==> src/rtl/gpio_port_pkg.sv <==
package gpio_port_pkg;

    localparam int NUM_REGS = 8;
    localparam int SLOT_W   = 3;
    localparam int SIZE_W   = 3;

    typedef enum logic [SLOT_W-1:0] {
        REG_FER  = 3'd0,
        REG_DATA = 3'd1,
        REG_SET  = 3'd2,
        REG_CLR  = 3'd3,
        REG_DSET = 3'd4,
        REG_DCLR = 3'd5,
        REG_INEN = 3'd6,
        REG_MUX  = 3'd7
    } reg_sel_e;

    typedef enum logic [1:0] {
        ERR_NONE     = 2'd0,
        ERR_WIDTH    = 2'd1,
        ERR_UNMAPPED = 2'd2
    } err_e;

    typedef struct packed {
        logic     rd;
        logic     wr;
        reg_sel_e sel;
        err_e     err;
    } bus_cmd_t;

    function automatic logic [SIZE_W-1:0] bytes_needed(input logic is_wide);
        return is_wide ? SIZE_W'(4) : SIZE_W'(2);
    endfunction

    function automatic logic touches_output(input reg_sel_e s);
        return (s == REG_DATA) || (s == REG_SET) || (s == REG_CLR) || (s == REG_DSET);
    endfunction

endpackage

==> src/rtl/gpio_bus_decode.sv <==
module gpio_bus_decode
    import gpio_port_pkg::*;
#(
    parameter int ADDR_W = 5
) (
    input  logic              req,
    input  logic              we,
    input  logic [ADDR_W-1:0] addr,
    input  logic [SIZE_W-1:0] size,
    output bus_cmd_t          cmd
);

    logic     high_zero;
    logic     aligned;
    logic     is_wide;
    reg_sel_e slot;
    err_e     code;

    generate
        if (ADDR_W > 5) begin : g_high
            assign high_zero = (addr[ADDR_W-1:5] == '0);
        end else begin : g_nohigh
            assign high_zero = 1'b1;
        end
    endgenerate

    assign slot    = reg_sel_e'(addr[4:2]);
    assign aligned = high_zero && (addr[1:0] == 2'b00);
    assign is_wide = aligned && (slot == REG_MUX);

    // width is judged before the offset, so a bad width wins
    always_comb begin
        code = ERR_NONE;
        if (size != bytes_needed(is_wide)) begin
            code = ERR_WIDTH;
        end else if (!aligned) begin
            code = ERR_UNMAPPED;
        end
    end

    always_comb begin
        cmd.rd  = req && !we && (code == ERR_NONE);
        cmd.wr  = req &&  we && (code == ERR_NONE);
        cmd.sel = slot;
        cmd.err = req ? code : ERR_NONE;
    end

endmodule

==> src/rtl/gpio_reg_file.sv <==
module gpio_reg_file
    import gpio_port_pkg::*;
#(
    parameter int PIN_W = 16,
    parameter int MUX_W = 32,
    parameter int BUS_W = 32
) (
    input  logic             clk,
    input  logic             rst,
    input  bus_cmd_t         cmd,
    input  logic [BUS_W-1:0] wdata,
    output logic [PIN_W-1:0] fer_q,
    output logic [PIN_W-1:0] data_q,
    output logic [PIN_W-1:0] dir_q,
    output logic [PIN_W-1:0] inen_q,
    output logic [MUX_W-1:0] mux_q,
    output logic [PIN_W-1:0] data_nxt,
    output logic             out_upd,
    output logic [BUS_W-1:0] rdata,
    output logic             err,
    output logic [1:0]       err_code
);

    logic [PIN_W-1:0] wpin;
    logic [MUX_W-1:0] wmux;
    logic [PIN_W-1:0] fer_nxt;
    logic [PIN_W-1:0] dir_nxt;
    logic [PIN_W-1:0] inen_nxt;
    logic [MUX_W-1:0] mux_nxt;
    logic [BUS_W-1:0] rd_val;

    assign wpin = wdata[PIN_W-1:0];
    assign wmux = wdata[MUX_W-1:0];

    always_comb begin
        fer_nxt  = fer_q;
        data_nxt = data_q;
        dir_nxt  = dir_q;
        inen_nxt = inen_q;
        mux_nxt  = mux_q;
        if (cmd.wr) begin
            unique case (cmd.sel)
                REG_FER:  fer_nxt  = wpin;
                REG_DATA: data_nxt = wpin;
                REG_SET:  data_nxt = data_q | wpin;
                REG_CLR:  data_nxt = data_q & ~wpin;
                REG_DSET: dir_nxt  = dir_q | wpin;
                REG_DCLR: dir_nxt  = dir_q & ~wpin;
                REG_INEN: inen_nxt = wpin;
                REG_MUX:  mux_nxt  = wmux;
            endcase
        end
    end

    assign out_upd = cmd.wr && touches_output(cmd.sel);

    always_comb begin
        rd_val = '0;
        unique case (cmd.sel)
            REG_FER:                    rd_val = BUS_W'(fer_q);
            REG_DATA, REG_SET, REG_CLR: rd_val = BUS_W'(data_q);
            REG_DSET, REG_DCLR:         rd_val = BUS_W'(dir_q);
            REG_INEN:                   rd_val = BUS_W'(inen_q);
            REG_MUX:                    rd_val = BUS_W'(mux_q);
        endcase
    end

    always_ff @(posedge clk) begin
        if (rst) begin
            fer_q    <= '0;
            data_q   <= '0;
            dir_q    <= '0;
            inen_q   <= '0;
            mux_q    <= '0;
            rdata    <= '0;
            err      <= 1'b0;
            err_code <= 2'd0;
        end else begin
            fer_q    <= fer_nxt;
            data_q   <= data_nxt;
            dir_q    <= dir_nxt;
            inen_q   <= inen_nxt;
            mux_q    <= mux_nxt;
            rdata    <= cmd.rd ? rd_val : '0;
            err      <= (cmd.err != ERR_NONE);
            err_code <= cmd.err;
        end
    end

    AST_BAD_ACCESS_KEEPS_STATE: assert property (@(posedge clk) disable iff (rst)
        (cmd.err != ERR_NONE) |=> ($stable(fer_q) && $stable(data_q) && $stable(dir_q)
                                   && $stable(inen_q) && $stable(mux_q)));
    AST_ERR_READS_ZERO: assert property (@(posedge clk) disable iff (rst)
        err |-> (rdata == '0));
    AST_ERR_CODE_LEGAL: assert property (@(posedge clk) disable iff (rst)
        $onehot0(err_code));
    AST_DATA_SET_ORS: assert property (@(posedge clk) disable iff (rst)
        (cmd.wr && cmd.sel == REG_SET) |=> ((data_q & $past(wpin)) == $past(wpin)));
    AST_DATA_CLR_CLEARS: assert property (@(posedge clk) disable iff (rst)
        (cmd.wr && cmd.sel == REG_CLR) |=> ((data_q & $past(wpin)) == '0));
    AST_DIR_SET_ORS: assert property (@(posedge clk) disable iff (rst)
        (cmd.wr && cmd.sel == REG_DSET) |=> ((dir_q & $past(wpin)) == $past(wpin)));
    AST_DIR_CLR_CLEARS: assert property (@(posedge clk) disable iff (rst)
        (cmd.wr && cmd.sel == REG_DCLR) |=> ((dir_q & $past(wpin)) == '0));

endmodule

==> src/rtl/gpio_pin_ctrl.sv <==
module gpio_pin_ctrl #(
    parameter int PIN_W       = 16,
    parameter int SYNC_STAGES = 2
) (
    input  logic             clk,
    input  logic             rst,
    input  logic             out_upd,
    input  logic [PIN_W-1:0] data_nxt,
    input  logic [PIN_W-1:0] dir_q,
    input  logic [PIN_W-1:0] inen_q,
    input  logic [PIN_W-1:0] fer_q,
    input  logic [PIN_W-1:0] pin_in,
    output logic [PIN_W-1:0] pin_out,
    output logic [PIN_W-1:0] pin_oe,
    output logic [PIN_W-1:0] pin_state
);

    logic [PIN_W-1:0] accept;
    logic [PIN_W-1:0] synced;

    assign accept = ~dir_q & inen_q & fer_q;
    assign pin_oe = dir_q & ~inen_q;

    generate
        for (genvar i = 0; i < PIN_W; i++) begin : g_sync
            logic [SYNC_STAGES-1:0] chain;
            always_ff @(posedge clk) begin
                if (rst) begin
                    chain <= '0;
                end else begin
                    chain <= {chain[SYNC_STAGES-2:0], pin_in[i]};
                end
            end
            assign synced[i] = chain[SYNC_STAGES-1];
        end
    endgenerate

    always_ff @(posedge clk) begin
        if (rst) begin
            pin_state <= '0;
            pin_out   <= '0;
        end else begin
            pin_state <= (pin_state & ~accept) | (synced & accept);
            if (out_upd) begin
                pin_out <= (pin_out & inen_q) | (data_nxt & ~inen_q);
            end
        end
    end

    AST_IGNORED_PIN_HOLDS: assert property (@(posedge clk) disable iff (rst)
        1'b1 |=> (((pin_state ^ $past(pin_state)) & ~$past(accept)) == '0));
    AST_OUT_ONLY_ON_UPDATE: assert property (@(posedge clk) disable iff (rst)
        !out_upd |=> $stable(pin_out));
    AST_OUT_INEN_HOLDS: assert property (@(posedge clk) disable iff (rst)
        out_upd |=> (((pin_out ^ $past(pin_out)) & $past(inen_q)) == '0));

endmodule

==> src/rtl/gpio_port_ctrl.sv <==
module gpio_port_ctrl
    import gpio_port_pkg::*;
#(
    parameter int PIN_W       = 16,
    parameter int MUX_W       = 32,
    parameter int ADDR_W      = 5,
    parameter int SYNC_STAGES = 2
) (
    input  logic              clk,
    input  logic              rst,
    input  logic              bus_req,
    input  logic              bus_we,
    input  logic [ADDR_W-1:0] bus_addr,
    input  logic [SIZE_W-1:0] bus_size,
    input  logic [MUX_W-1:0]  bus_wdata,
    output logic [MUX_W-1:0]  bus_rdata,
    output logic              bus_err,
    output logic [1:0]        bus_err_code,
    input  logic [PIN_W-1:0]  pin_in,
    output logic [PIN_W-1:0]  pin_out,
    output logic [PIN_W-1:0]  pin_oe,
    output logic [PIN_W-1:0]  pin_state
);

    localparam int BUS_W = MUX_W;

    bus_cmd_t         cmd;
    logic [PIN_W-1:0] fer_q;
    logic [PIN_W-1:0] data_q;
    logic [PIN_W-1:0] dir_q;
    logic [PIN_W-1:0] inen_q;
    logic [MUX_W-1:0] mux_q;
    logic [PIN_W-1:0] data_nxt;
    logic             out_upd;

    gpio_bus_decode #(.ADDR_W(ADDR_W)) u_dec (
        .req  (bus_req),
        .we   (bus_we),
        .addr (bus_addr),
        .size (bus_size),
        .cmd  (cmd)
    );

    gpio_reg_file #(.PIN_W(PIN_W), .MUX_W(MUX_W), .BUS_W(BUS_W)) u_regs (
        .clk      (clk),
        .rst      (rst),
        .cmd      (cmd),
        .wdata    (bus_wdata),
        .fer_q    (fer_q),
        .data_q   (data_q),
        .dir_q    (dir_q),
        .inen_q   (inen_q),
        .mux_q    (mux_q),
        .data_nxt (data_nxt),
        .out_upd  (out_upd),
        .rdata    (bus_rdata),
        .err      (bus_err),
        .err_code (bus_err_code)
    );

    gpio_pin_ctrl #(.PIN_W(PIN_W), .SYNC_STAGES(SYNC_STAGES)) u_pins (
        .clk       (clk),
        .rst       (rst),
        .out_upd   (out_upd),
        .data_nxt  (data_nxt),
        .dir_q     (dir_q),
        .inen_q    (inen_q),
        .fer_q     (fer_q),
        .pin_in    (pin_in),
        .pin_out   (pin_out),
        .pin_oe    (pin_oe),
        .pin_state (pin_state)
    );

    AST_ERR_SINGLE_PULSE: assert property (@(posedge clk) disable iff (rst)
        (bus_err && !$past(bus_req)) |-> 1'b0);
    AST_ROUTING_WORD_NO_PIN_EFFECT: assert property (@(posedge clk) disable iff (rst)
        (bus_req && bus_we && bus_addr == ADDR_W'(28)) |=> $stable(pin_out));

endmodule

==> config.mk <==
export PLATFORM = sky130hd
export DESIGN_NAME = gpio_port_ctrl
export DESIGN_NICKNAME = d
export VERILOG_FILES = /design/src/rtl/gpio_port_pkg.sv /design/src/rtl/gpio_bus_decode.sv /design/src/rtl/gpio_reg_file.sv /design/src/rtl/gpio_pin_ctrl.sv /design/src/rtl/gpio_port_ctrl.sv
export SDC_FILE = /design/constraint.sdc
export NUM_CORES = 1
export LEC_CHECK = 0
export ABC_AREA = 1
export BUFFER_PORTS_ARGS = -buffer_cell sky130_fd_sc_hd__buf_2
export CORE_MARGIN = 5
export CORE_UTILIZATION = 42
export CTS_BUF_LIST = sky130_fd_sc_hd__clkbuf_8
export CTS_CLUSTER_SIZE = 14
export DETAILED_ROUTE_END_ITERATION = 6
export GPL_TIMING_DRIVEN = 0
export HOLD_SLACK_MARGIN = 0.15
export MAX_ROUTING_LAYER = met4
export PLACE_DENSITY = 0.74
export SYNTH_ARGS = -nofsm -noshare
export SYNTH_HDL_FRONTEND = slang
export SYNTH_SLANG_ARGS = --single-unit
==> constraint.sdc <==
create_clock -name clk -period 2.4 [get_ports clk]
set_clock_uncertainty 0.15 [all_clocks]
set_input_delay 0.12 -clock clk [delete_from_list [all_inputs] [get_ports clk]]
set_output_delay 0.12 -clock clk [all_outputs]
set_load 0.1 [all_outputs]
==> Yosys cells after proc, flatten, opt, wreduce, memory -nomap -nowiden <==
Index checks and enable logic that the tools add are counted.
{ "totals": {"ff_bits": 195, "out_inout_bits": 83, "word_cells": 82} }
{ "classes": {"eq_ne": 8, "muxes": 8, "bitwise_logic": 18, "n_reduce_logical": 22} }
{ "ops": {"columns": ["cell", "count"], "rows": [
  ["$pmux W32 S5", 1],
  ["$and A16 B16 Y16", 9],
  ["$not A16 Y16", 4],
  ["$or A16 B16 Y16", 4],
  ["$pmux W16 S3", 1],
  ["$pmux W16 S2", 1],
  ["$mux W16", 1],
  ["$eq A3 B3 Y1 const B", 4],
  ["$reduce_and A2 Y1", 4],
  ["$eq A3 B2 Y1 const B", 2],
  ["$logic_and A1 B1 Y1", 6],
  ["$mux W2", 3],
  ["$logic_not A2 Y1", 2],
  ["$reduce_bool A2 Y1", 2],
  ["$reduce_or A2 Y1", 2],
  ["$eq A3 B1 Y1 const B", 1],
  ["$logic_not A3 Y1", 1],
  ["$logic_or A1 B1 Y1", 3],
  ["$mux W3", 1],
  ["$ne A3 B3 Y1", 1],
  ["$reduce_or A3 Y1", 1],
  ["$logic_not A1 Y1", 1],
  ["$not A1 Y1", 1]
]} }

==> Longest topological paths before layout <==
{ "logic_depth": {"word_depth": 10, "depth_mapped": 12, "ltp_nobuf": 10} }

==> By module <==
Synthesis repeated with hierarchy kept, for this count alone.
{ "unflattened": {"hier_cells": 1070, "area_unflattened_um2": 7682.4} }
{ "modules_own_cells": {"columns": ["mod", "instances", "cells_per_inst", "area_each_um2", "seq_area_each_um2"], "rows": [
  ["gpio_reg_file", 1, 701, 5131.2, 2622.5],
  ["gpio_pin_ctrl", 1, 346, 2433.6, 1281.2],
  ["gpio_bus_decode", 1, 23, 117.6, 0.0]
]} }

==> Worst setup path before layout <==
OpenSTA, ideal clock, no wires.
{ "synth_timing": {"kind": "register to output", "start": "register with a tool-made name", "end": "output pin_oe[11]", "arrival_ns": 1.619, "required_time_ns": 2.130, "setup_slack_ns": 0.511, "path_stages_with_launch": 3, "n_path_buf": 0, "cell_sequence": "dfxtp_1 > inv_1 > nor2_1"} }
{ "synth_lines": {"columns": ["item", "line_no", "rtl"], "rows": [
  ["end, declared", "gpio_port_ctrl.sv:21", "output logic [PIN_W-1:0] pin_oe,"]
]} }

==> Worst setup path in the final report <==
{ "layout_timing": {"start": "input bus_addr[4]", "end": "register u_regs.rdata[13]"} }
{ "layout_via": {"elab_chain_len": 9, "word_cells_on_any_way": 19} }
{ "layout_lines": {"columns": ["item", "line_no", "rtl"], "rows": [
  ["start, declared", "gpio_port_ctrl.sv:13", "input logic [ADDR_W-1:0] bus_addr,"],
  ["$eq A3 B3 Y1", "gpio_bus_decode.sv:29, gpio_reg_file.sv:59", null],
  ["$logic_and A1 B1 Y1", "gpio_bus_decode.sv:29", "assign is_wide = aligned && (slot == REG_MUX);"],
  ["$mux W3", "gpio_port_pkg.sv:32", "return is_wide ? SIZE_W'(4) : SIZE_W'(2);"],
  ["$ne A3 B3 Y1", "gpio_bus_decode.sv:34", "if (size != bytes_needed(is_wide)) begin"],
  ["$mux W2", "gpio_bus_decode.sv:34", null],
  ["$logic_not A2 Y1", "gpio_bus_decode.sv:42", "cmd.rd = req && !we && (code == ERR_NONE);"],
  ["$logic_and A1 B1 Y1", "gpio_bus_decode.sv:42", null],
  ["$not A1 Y1 (no line)", null, null],
  ["$reduce_or A2 Y1 (no line)", null, null],
  ["end signal, assigned", "gpio_reg_file.sv:84", "rdata <= cmd.rd ? rd_val : '0;"],
  ["end, declared", "gpio_reg_file.sv:19", "output logic [BUS_W-1:0] rdata,"]
]} }
Parallel ways exist; a longest one is shown, timed or not.
A chain may end at the register's enable or synchronous reset.

==> results by group <==
Global routing
  – Aggregate global routing overflow: 0
  – Met2 usage: 37.0%
  – First-pass GRT wire length: 40300 µm
  – GR Util met1: 30.8%
  – Initial antenna violation count: 0
  – Largest net degree at the start of global routing: 17
  – Vias in the first global route: 7696
  – Global Route Usage Sum: 23.8%
  – Most Crowded Layer GR: met2
  – Met3 Use GR: 5.58%

Finish
  – Share of layout cells above drive strength 1: 14.6%
  – Most common cell after layout, fill and taps aside: nand2_1
  – Commonest cells after routing, fill and taps aside: 241 x nand2_1, 195 x dfxtp_1, 149 x inv_1
  – Diode count: 0
  – Final #Nets: 1420
  – Final cell count without fillers: 1607
  – Fillcell total: 1848
  – Design area: 10100 µm²
  – Area growth syn-to-layout: 25.6%

Critical path
  – Crit Path Class: primary input to register
  – WP data required: 2600 ps
  – Crit path cell chain: dlygate4sd3_1 > buf_2 > inv_1 > nor2_1 > inv_1 > clkbuf_1 > o22ai_1 > a211oi_1 > nor2_1
  – Critical Path Sink Type: register
  – Worst-path maximum fanout: 10
  – WP buf/inv: 5
  – Slowest CP cell: dlygate4sd3_1
  – CP delay by family, top: buffers and inverters
  – CP peak stage delay: 540 ps
  – Critical path data arrival time: 2460 ps
  – Crit path launch type: primary input

Floorplan
  – Die area: 22000 µm²
  – Top-level I/O count: 143
  – Height of the chip: 148 µm
  – Die width: 148 µm
  – Core Box Area: 18800 µm²
  – Starting density of the core: 42.9%
  – Rows: 50

STA
  – Minimum clock period: 2260 ps
  – Final period utilization: 94.4%
  – Tightest Pin Transition: 677 ps
  – # setup viols final: 0
  – Peak Freq: 442 MHz
  – Fin. max-slew vios: 0
  – RSZ-0062 raised after global routing: false
  – Final Hold Viols: 0
  – Setup TNS: 0 ps
  – Rel. slew slack: 54.9%

Drt
  – Vias per cell: 5.15
  – Vias post-DR: 8274
  – DR DRC count: 0
  – Final antenna-violating net count: 0
  – Initial DRC count: 679
  – Post-Route WL: 25600 µm
  – WL/cell: 15.9 µm
  – Pre-antenna DRT Iters: 7

Logic synthesis
  – Post-Synthesis Cells: 1139
  – Mapped Area: 8050 µm²
  – Avg Cell Area, Syn: 7.06 µm²
  – Post-synthesis register bit count: 195
  – Synth Net Count: 1199
  – Library cells used by synthesis: 20
  – Yosys warning count: 0
  – Sequential fraction of the synthesis area: 48.5%

Place
  – Routability Congestion: 0.983
  – Port Buffer Count: 140
  – Hpwl dp: 18700 µm
  – Cell Area, Placed: 9040 µm²
  – Placed cell count: 1513

Pwr
  – NetSw: 0.00150 W
  – Lkg Pwr: 4.34 nW
  – Maximum VDD drop: 0.361 mV
  – Sw frac: 24.8%
  – P_int: 0.00454 W
  – Clock power share: 38.1%
  – Pwr dens: 597 nW/µm²
  – Share of power burned in registers: 54.2%
  – Logic pwr share: 7.7%

Clock tree
  – TritonCTS buffer count: 17
  – Clock transition at path regs: 90 ps
  – CTS tree: done
  – H-tree depth: 4
  – Clock latency on the worst-skew pair: 470 ps
  – CTS Root Cell: clkbuf_8
  – CTS max path bufs: 2
  – CTS sink cnt: 195

Flow run
  – Max Cap Violations: 0

Status
  – Status: completed

Hold path
  – Hold Path Class: primary input to register
==> per-layer routing <==
layer,vias to the layer above,share of wire [%],routed length (µm)
met2,406,46,11700
met4,0,2.1,544
met1,3727,43,10900
met3,47,9.4,2410
met5,-,0,0
li1,4094,-,-
==> cells in the mapped netlist <==
master / instances / area, µm²
buf_1: 7 / 26.3
nor3_1: 1 / 5.00
nor2_4: 1 / 11.3
inv_2: 1 / 3.75
o21ai_0: 62 / 310
dfxtp_1: 195 / 3900
o22ai_1: 16 / 100
a211oi_1: 16 / 120
nand2_1: 243 / 912
nor2_2: 2 / 12.5
buf_2: 6 / 30.0
or2_2: 1 / 6.26
nor2_1: 133 / 499
nand4_1: 38 / 238
inv_1: 147 / 552
clkinv_1: 2 / 7.51
a21oi_1: 98 / 490
nand3_1: 117 / 586
clkbuf_1: 44 / 165
buf_4: 9 / 67.6
==> path summary, 6_finish.rpt <==
path | from | to | slack (ps) | cells after the start
min reg2reg | u_pins.g_sync[10].chain[0] | u_pins.g_sync[10].chain[1] | 260 | 2
min | rst | u_regs.mux_q[23] | 220 | 3
max | bus_addr[4] | u_regs.rdata[13] | 140 | 9
max reg2reg | u_regs.inen_q[13] | u_regs.rdata[13] | 1030 | 4
==> kinds of logic after synthesis <==
group | synth area share [%]
buffers and inverters | 10.6
flip-flops | 48.5
AND/OR/NAND/NOR | 28.2
AO/OA/AOI/OAI | 12.7
==> per-stage QoR <==
step                      hold WS (ps)  setup WS [ps]  utilization (%)  total power, W
final                              221            135             53.8         0.00603
after global routing               229           16.4             53.8         0.00622
after CTS                          165           14.3             53.6         0.00604
after detailed placement           175          0.380             48.2         0.00372
after global placement             172         -0.908             48.2         0.00372
after floorplan                   77.0            511                -         0.00356
==> tightest hold or removal path, cell delays in order <==
cell and delay (ps):
clkbuf_1 220, clkbuf_1 300, a21oi_1 160
==> power by group through the flow <==
stage          clock [W]  sequential (W)  combinational (W)
2_1_floorplan          0         0.00337           0.000186
5_1_grt          0.00245         0.00327           0.000502
6_report         0.00230         0.00327           0.000464
3_5_place_dp           0         0.00335           0.000374
4_1_cts          0.00232         0.00327           0.000450
3_3_place_gp           0         0.00335           0.000371
==> final cells by class <==
class / count / area, µm² / share of cell area [%]
well taps: 234 / 293 / 2.90
clock buffers: 20 / 275 / 2.72
inverters: 150 / 563 / 5.57
multi-input cells: 728 / 3310 / 32.7
repair buffers: 202 / 1310 / 13.0
clock inverters: 12 / 153 / 1.51
plain buffers: 66 / 295 / 2.92
flip-flops and latches: 195 / 3900 / 38.6
==> repair_timing <==
| action | CTS | global route |
|---|---|---|
| setup endpoints to repair | 0 | 101 |
| hold buffers | 59 | 0 |
| setup buffers | 0 | 3 |
| endpoints found under the hold margin | 123 | 0 |
| resized for setup | 0 | 15 |
No activity file was read; power rests on OpenSTA's default activity.
